`src/rtl/cseq_pkg.sv`:
```
package cseq_pkg;

    typedef enum logic [1:0] {
        OP_NONE   = 2'b00,
        OP_LOOP   = 2'b01,
        OP_TESTZ  = 2'b10,
        OP_STRING = 2'b11
    } seq_op_e;

    typedef struct packed {
        logic taken;
        logic active;
    } seq_result_t;

    function automatic int unsigned elem_stride(input logic wide);
        return wide ? 2 : 1;
    endfunction

endpackage

```
`src/rtl/cseq_count.sv`:
```
module cseq_count
    import cseq_pkg::*;
#(
    parameter int W = 16
) (
    input  logic         clk,
    input  logic         rst,
    input  seq_op_e      op,
    input  logic         ld_en,
    input  logic [W-1:0] ld_val,
    output logic [W-1:0] cnt,
    output logic         elem_fire,
    output seq_result_t  result
);

    logic [W-1:0] cnt_q, cnt_d, cnt_dec;
    seq_result_t  res_q, res_d;

    assign cnt_dec = cnt_q - W'(1);

    always_comb begin
        cnt_d     = cnt_q;
        res_d     = '0;
        elem_fire = 1'b0;
        if (ld_en) begin
            cnt_d = ld_val;
        end else begin
            case (op)
                OP_LOOP: begin
                    cnt_d       = cnt_dec;
                    res_d.taken = (cnt_dec != '0);
                end
                OP_TESTZ: begin
                    res_d.taken = (cnt_q == '0);
                end
                OP_STRING: begin
                    if (cnt_q != '0) begin
                        elem_fire    = 1'b1;
                        cnt_d        = cnt_dec;
                        res_d.active = 1'b1;
                        res_d.taken  = (cnt_dec != '0);
                    end
                end
                default: ;
            endcase
        end
    end

    always_ff @(posedge clk) begin
        if (rst) begin
            cnt_q <= '0;
            res_q <= '0;
        end else begin
            cnt_q <= cnt_d;
            res_q <= res_d;
        end
    end

    assign cnt    = cnt_q;
    assign result = res_q;

    // loop step decrements (with wrap) and branches on nonzero
    a_r2_loop_dec: assert property (@(posedge clk) disable iff (rst)
        (op == OP_LOOP && !ld_en) |=> (cnt_q == $past(cnt_q) - W'(1)) &&
                                      (res_q.taken == ($past(cnt_q) != W'(1))));

    // zero test leaves the count alone
    a_r4_test_hold: assert property (@(posedge clk) disable iff (rst)
        (op == OP_TESTZ && !ld_en) |=> $stable(cnt_q) &&
                                       (res_q.taken == ($past(cnt_q) == '0)));

    // load wins over any command
    a_r10_load_cnt: assert property (@(posedge clk) disable iff (rst)
        ld_en |=> (cnt_q == $past(ld_val)) && !res_q.taken && !res_q.active);

    // idle holds
    a_r11_idle: assert property (@(posedge clk) disable iff (rst)
        (op == OP_NONE && !ld_en) |=> $stable(cnt_q) && !res_q.taken && !res_q.active);

endmodule

```
`src/rtl/cseq_index.sv`:
```
module cseq_index
    import cseq_pkg::*;
#(
    parameter int W = 16
) (
    input  logic         clk,
    input  logic         rst,
    input  logic         ld_en,
    input  logic [W-1:0] ld_val,
    input  logic         step_en,
    input  logic         wide,
    input  logic         dir,
    output logic [W-1:0] ptr
);

    logic [W-1:0] ptr_q, stride;

    assign stride = W'(elem_stride(wide));

    always_ff @(posedge clk) begin
        if (rst)          ptr_q <= '0;
        else if (ld_en)   ptr_q <= ld_val;
        else if (step_en) ptr_q <= dir ? (ptr_q - stride) : (ptr_q + stride);
    end

    assign ptr = ptr_q;

    // pointer moves by element size in the chosen direction
    a_r7_stride: assert property (@(posedge clk) disable iff (rst)
        (step_en && !ld_en) |=>
            (($past(dir) ? ($past(ptr_q) - ptr_q) : (ptr_q - $past(ptr_q)))
             == ($past(wide) ? W'(2) : W'(1))));

    // load value taken
    a_r10_load_ptr: assert property (@(posedge clk) disable iff (rst)
        ld_en |=> ptr_q == $past(ld_val));

    // no element means no movement
    a_r9_ptr_hold: assert property (@(posedge clk) disable iff (rst)
        (!step_en && !ld_en) |=> $stable(ptr_q));

endmodule

```
`src/rtl/cseq_cond_hold.sv`:
```
module cseq_cond_hold #(
    parameter int CW = 16
) (
    input  logic          clk,
    input  logic          rst,
    input  logic          ld_en,
    input  logic [CW-1:0] ld_val,
    output logic [CW-1:0] cond
);

    logic [CW-1:0] cond_q;

    always_ff @(posedge clk) begin
        if (rst)        cond_q <= '0;
        else if (ld_en) cond_q <= ld_val;
    end

    assign cond = cond_q;

    // commands never touch the condition word
    a_r5_cond_hold: assert property (@(posedge clk) disable iff (rst)
        !ld_en |=> $stable(cond_q));

endmodule

```
`src/rtl/count_string_seq.sv`:
```
module count_string_seq
    import cseq_pkg::*;
#(
    parameter int W  = 16,
    parameter int CW = 16
) (
    input  logic          clk,
    input  logic          rst,
    input  logic [1:0]    cmd_op,
    input  logic          cmd_wide,
    input  logic          dir,
    input  logic          ld_en,
    input  logic [W-1:0]  ld_cnt,
    input  logic [W-1:0]  ld_src,
    input  logic [W-1:0]  ld_dst,
    input  logic [CW-1:0] ld_cond,
    output logic [W-1:0]  cnt,
    output logic [W-1:0]  src_ptr,
    output logic [W-1:0]  dst_ptr,
    output logic [CW-1:0] cond_word,
    output logic          branch_taken,
    output logic          iter_active
);

    localparam int NIDX = 2;

    seq_op_e      op;
    logic         elem_fire;
    seq_result_t  result;
    logic [W-1:0] idx_ld  [NIDX];
    logic [W-1:0] idx_ptr [NIDX];

    assign op        = seq_op_e'(cmd_op);
    assign idx_ld[0] = ld_src;
    assign idx_ld[1] = ld_dst;

    cseq_count #(.W(W)) u_count (
        .clk       (clk),
        .rst       (rst),
        .op        (op),
        .ld_en     (ld_en),
        .ld_val    (ld_cnt),
        .cnt       (cnt),
        .elem_fire (elem_fire),
        .result    (result)
    );

    for (genvar g = 0; g < NIDX; g++) begin : g_idx
        cseq_index #(.W(W)) u_index (
            .clk     (clk),
            .rst     (rst),
            .ld_en   (ld_en),
            .ld_val  (idx_ld[g]),
            .step_en (elem_fire),
            .wide    (cmd_wide),
            .dir     (dir),
            .ptr     (idx_ptr[g])
        );
    end

    cseq_cond_hold #(.CW(CW)) u_cond (
        .clk    (clk),
        .rst    (rst),
        .ld_en  (ld_en),
        .ld_val (ld_cond),
        .cond   (cond_word)
    );

    assign src_ptr      = idx_ptr[0];
    assign dst_ptr      = idx_ptr[1];
    assign branch_taken = result.taken;
    assign iter_active  = result.active;

    // string step at zero count does nothing
    a_r9_zero_noop: assert property (@(posedge clk) disable iff (rst)
        (op == OP_STRING && cnt == '0 && !ld_en) |=>
            !iter_active && !branch_taken && $stable(cnt) &&
            $stable(src_ptr) && $stable(dst_ptr));

    // string element decrements count and flags activity
    a_r6_elem: assert property (@(posedge clk) disable iff (rst)
        (op == OP_STRING && cnt != '0 && !ld_en) |=>
            iter_active && (cnt == $past(cnt) - W'(1)) &&
            (branch_taken == (cnt != '0)));

    // outputs quiet right after reset
    a_r1_reset: assert property (@(posedge clk)
        rst |=> (cnt == '0) && (src_ptr == '0) && (dst_ptr == '0) &&
                (cond_word == '0) && !branch_taken && !iter_active);

endmodule

```
`config.mk`:
```
export PLATFORM = sky130hd
export DESIGN_NAME = count_string_seq
export DESIGN_NICKNAME = d
export VERILOG_FILES = /design/src/rtl/cseq_pkg.sv /design/src/rtl/cseq_count.sv /design/src/rtl/cseq_index.sv /design/src/rtl/cseq_cond_hold.sv /design/src/rtl/count_string_seq.sv
export SDC_FILE = /design/constraint.sdc
export NUM_CORES = 1
export LEC_CHECK = 0
export ABC_CLOCK_PERIOD_IN_PS = 4500
export BUFFER_PORTS_ARGS = -buffer_cell sky130_fd_sc_hd__buf_2
export CAP_MARGIN = 20
export CORE_ASPECT_RATIO = 1.4
export CORE_MARGIN = 3
export CORE_UTILIZATION = 38
export CTS_CLUSTER_DIAMETER = 50
export DETAILED_ROUTE_END_ITERATION = 16
export PLACE_DENSITY = 0.58
export SYNTH_ARGS = -nofsm -noshare
export SYNTH_HDL_FRONTEND = slang
export SYNTH_SLANG_ARGS = --single-unit
```
`constraint.sdc`:
```
create_clock -name clk -period 4.5 [get_ports clk]
set_input_delay 0.675 -clock clk [delete_from_list [all_inputs] [get_ports clk]]
set_output_delay 0.675 -clock clk [all_outputs]
set_load 0.005 [all_outputs]
```
==> summary.txt <==
ys flop type -> dfxtp_1
first-pass GRT wire length -> 21600 um
nets -> 802
DR WL/cell -> 15.9 um
CP max FO -> 7
final core occ -> 49.0%
setup tns final -> 0 ns
detailed-placement wirelength estimate -> 10100 um
RePlAce Congestion -> 0.884
final setup vio count -> 0
Pre-antenna DRT Iters -> 4
Gate power share -> 27.4%
post-route ant nets -> 0
TritonCTS clock tree -> yes
sw frac -> 32.4%
post-synth cell types -> 62
CTS Buf Count -> 9
RSZ-0062 raised after global routing -> false
status -> finished, final reports clean
CTS root buf -> clkbuf_16
post-CTS setup buffers -> 0
htree depth -> 3
core box area -> 11600 um^2
WP buf/inv -> 2
flops & latches, synth -> 66
EDFF count, synth -> 0
final hold vios -> 0
adder-cell share of the synthesized area -> 9.86%
maximum clock insertion buffer count -> 2
nature of the critical path endpoint -> flip-flop
DR iter-0 viols -> 184
routed vias -> 4690
largest net degree at the start of global routing -> 65
HP Class -> reg -> reg
Avg Vias per Cell -> 5.55
clock network fraction of design power -> 37.5%
Post-CTS Resized -> 0
Port Buffers -> 136
die area -> 13500 um^2
# diodes -> 0
cts hold-fix bufs -> 0
type of origin of the critical path -> primary input
Power Internal -> 1.30 mW
mux contribution to synthesized area -> 5.45%
clock latency on the worst-skew pair -> 0.33 ns
total grt overflow -> 0
Psw -> 0.623 mW
GRT Total Usage -> 19.6%
PnR Total Power -> 1.92 mW
max incr delay on CP -> 0.48 ns
vias in the first global route -> 4620
main combinational cell family by area after synthesis -> compound AO/OA/AOI/OAI gates
Hold Slack -> 0.490 ns
xor/xnor share of the synthesized area -> 6.86%
critical setup path kind -> in -> reg
worst-margin pin slew -> 0.791 ns
crit path max-delay cell type -> or4_1
CTS sink cnt -> 66
Netlist Area Pre-Place -> 4600 um^2
fraction of layout cells with a size suffix above 1 -> 23.7%
CP Cell Sequence -> buf_2 > inv_1 > nor2_1 > fa_1 > a211oi_1 > o21ai_0 > a31oi_1 > nor3_1 > or4_1 > nand2_1 > a211oi_2
instance count of the mapped netlist -> 573
P per Cell Area -> 340 nW/um^2
Rows -> 46
Synth Area in Compound Gates -> 23.1%
share of power burned in registers -> 35.1%
Layout area overhead -> 23.2%
boundary pin count -> 137
async set-reset flop share out of synthesis -> 0%
Crit path required time -> 4.69 ns
VDD IR-drop max -> 162 uV
mean area per synthesized cell -> 8.02 um^2
MaxCap Viol Count -> 0
Worst EP arrival -> 3.32 ns
CP delay by family, top -> compound AO/OA/AOI/OAI gates
Post-Synth Simple-Gate Area -> 21.5%
relative slew slack -> 47.2%
initial core utilization -> 39.7%
Final Slew Violations -> 0
f_max -> 0.320 GHz
Routed WL -> 13500 um
Synthesized Nets -> 679
Pleak -> 2.69 nW
Worst-path clk slew -> 0.06 ns
Final min period -> 3.13 ns
DRC errors left -> 0
clock skew -> 0.00760 ns
chip height -> 136 um
YS warnings -> 0
die width -> 98.9 um
Seq/Total Area, Yosys -> 28.8%
fin crit share -> 69.5%
initial antenna violation count -> 0
kinds of logic after synthesis:
family,after synthesis
buffers and inverters,49
muxes,25
adders and majority gates,35
xor gates and xnor gates,36
DFF,66
and+or+nand+nor,200
AOI/OAI and AO/OA,162
registers in the layout (all words and copies together) (netlist names):
register,count
u_count.result,2
u_count.cnt,16
g_idx.u_index.ptr,32
u_cond.cond,16
worst register-to-register path, cell delays in order, from the launching register on:
cell      delay [ns]
dfxtp_1         0.33
inv_1           0.06
ha_1            0.16
inv_1           0.06
fa_1            0.42
a211oi_1        0.38
o21ai_0         0.15
a31oi_1         0.38
nor3_1          0.13
or4_1           0.48
nand2_1         0.09
a211oi_2        0.06
power by group through the flow:
| stage | Clock [mW] | Combinational, mW | Sequential (mW) |
|---|---|---|---|
| finish | 0.721 | 0.527 | 0.676 |
| global route | 0.758 | 0.592 | 0.682 |
| CTS | 0.732 | 0.530 | 0.676 |
| detailed placement | 0 | 0.527 | 0.689 |
| global placement | 0 | 0.520 | 0.687 |
| floorplan | 0 | 0.373 | 0.679 |
area by class of cell:
cell class              instances  area (um^2)
clock buffers                   9          225
clock inverters                 7         76.3
fillers                      1171         5910
inverters                      21         78.8
multi-input cells             458         3070
flip-flops and latches         66         1320
well taps                     144          180
repair buffers                140          713
layout by cell type, fill, tap and decap left out, types with 3 or more instances in the layout:
master	instances
a211oi_1	15
mux2i_1	25
a31oi_1	8
xor2_1	8
a21o_1	11
nand3_1	7
a221oi_1	11
dfxtp_1	66
o22ai_1	6
or3_1	4
nand2_1	39
inv_1	21
a22oi_1	3
o21ai_0	34
nor3b_1	6
nand4_1	7
nand3b_1	3
nor4_1	3
nor2b_1	10
nand2b_1	4
xnor2_1	28
buf_2	135
o211ai_1	4
and3_1	11
clkbuf_16	9
buf_4	5
ha_1	33
nor2_1	78
a21oi_1	42
o21a_1	6
nor3_1	14
cell usage after synthesis (3+ instances only):
| master | n | area share (%) |
|---|---|---|
| nand3_1 | 7 | 0.76 |
| a21o_1 | 11 | 1.8 |
| dfxtp_1 | 66 | 29 |
| nand2_1 | 39 | 3.2 |
| nand2b_1 | 4 | 0.54 |
| nor3_1 | 14 | 1.5 |
| o22ai_1 | 6 | 0.82 |
| o21a_1 | 6 | 0.98 |
| buf_2 | 3 | 0.33 |
| o21ai_0 | 34 | 3.7 |
| a22oi_1 | 3 | 0.49 |
| mux2i_1 | 25 | 5.4 |
| a211oi_1 | 15 | 2.5 |
| nor2_1 | 78 | 6.4 |
| nand4_1 | 7 | 0.95 |
| nor2b_1 | 10 | 1.4 |
| a21oi_1 | 42 | 4.6 |
| a221oi_1 | 11 | 2.1 |
| nor3b_1 | 6 | 0.98 |
| a31oi_1 | 8 | 1.1 |
| ha_1 | 33 | 9.0 |
| and3_1 | 11 | 1.5 |
| or3_1 | 4 | 0.54 |
| xnor2_1 | 28 | 5.3 |
| xor2_1 | 8 | 1.5 |
| nor4_1 | 3 | 0.41 |
| inv_1 | 21 | 1.7 |
| o211ai_1 | 4 | 0.65 |
| clkbuf_1 | 21 | 1.7 |
| nand3b_1 | 3 | 0.49 |
metal layers:
layer	up-vias	global-route usage [%]	share of wire (%)
li1	2331	-	-
met1	2213	21.6	40
met3	17	4.21	5.9
met4	0	5.47	1.5
met2	129	37.4	53
met5	-	0	0
per-stage QoR:
| stage | instances | cell area (um^2) | setup slack, ns |
|---|---|---|---|
| final | 845 | 5660 | 1.37 |
| after global routing | 845 | 5660 | 1.18 |
| after CTS | 845 | 5660 | 1.36 |
| after detailed placement | 829 | 5360 | 1.02 |
| after global placement | 829 | 5360 | 1.10 |
| after floorplan | 573 | 4600 | 1.59 |
worst paths after layout:
path / from / to / slack (ns) / cells past startpoint
setup / recovery: dir / g_idx[1].u_index.ptr[12] / 1.37 / 11
hold / removal: u_cond.cond[14] / u_cond.cond[14] / 0.49 / 2
setup reg to reg: g_idx[1].u_index.ptr[0] / g_idx[1].u_index.ptr[12] / 1.66 / 11
hold reg to reg: u_cond.cond[14] / u_cond.cond[14] / 0.49 / 2
Power figures use the tool's default switching activity.
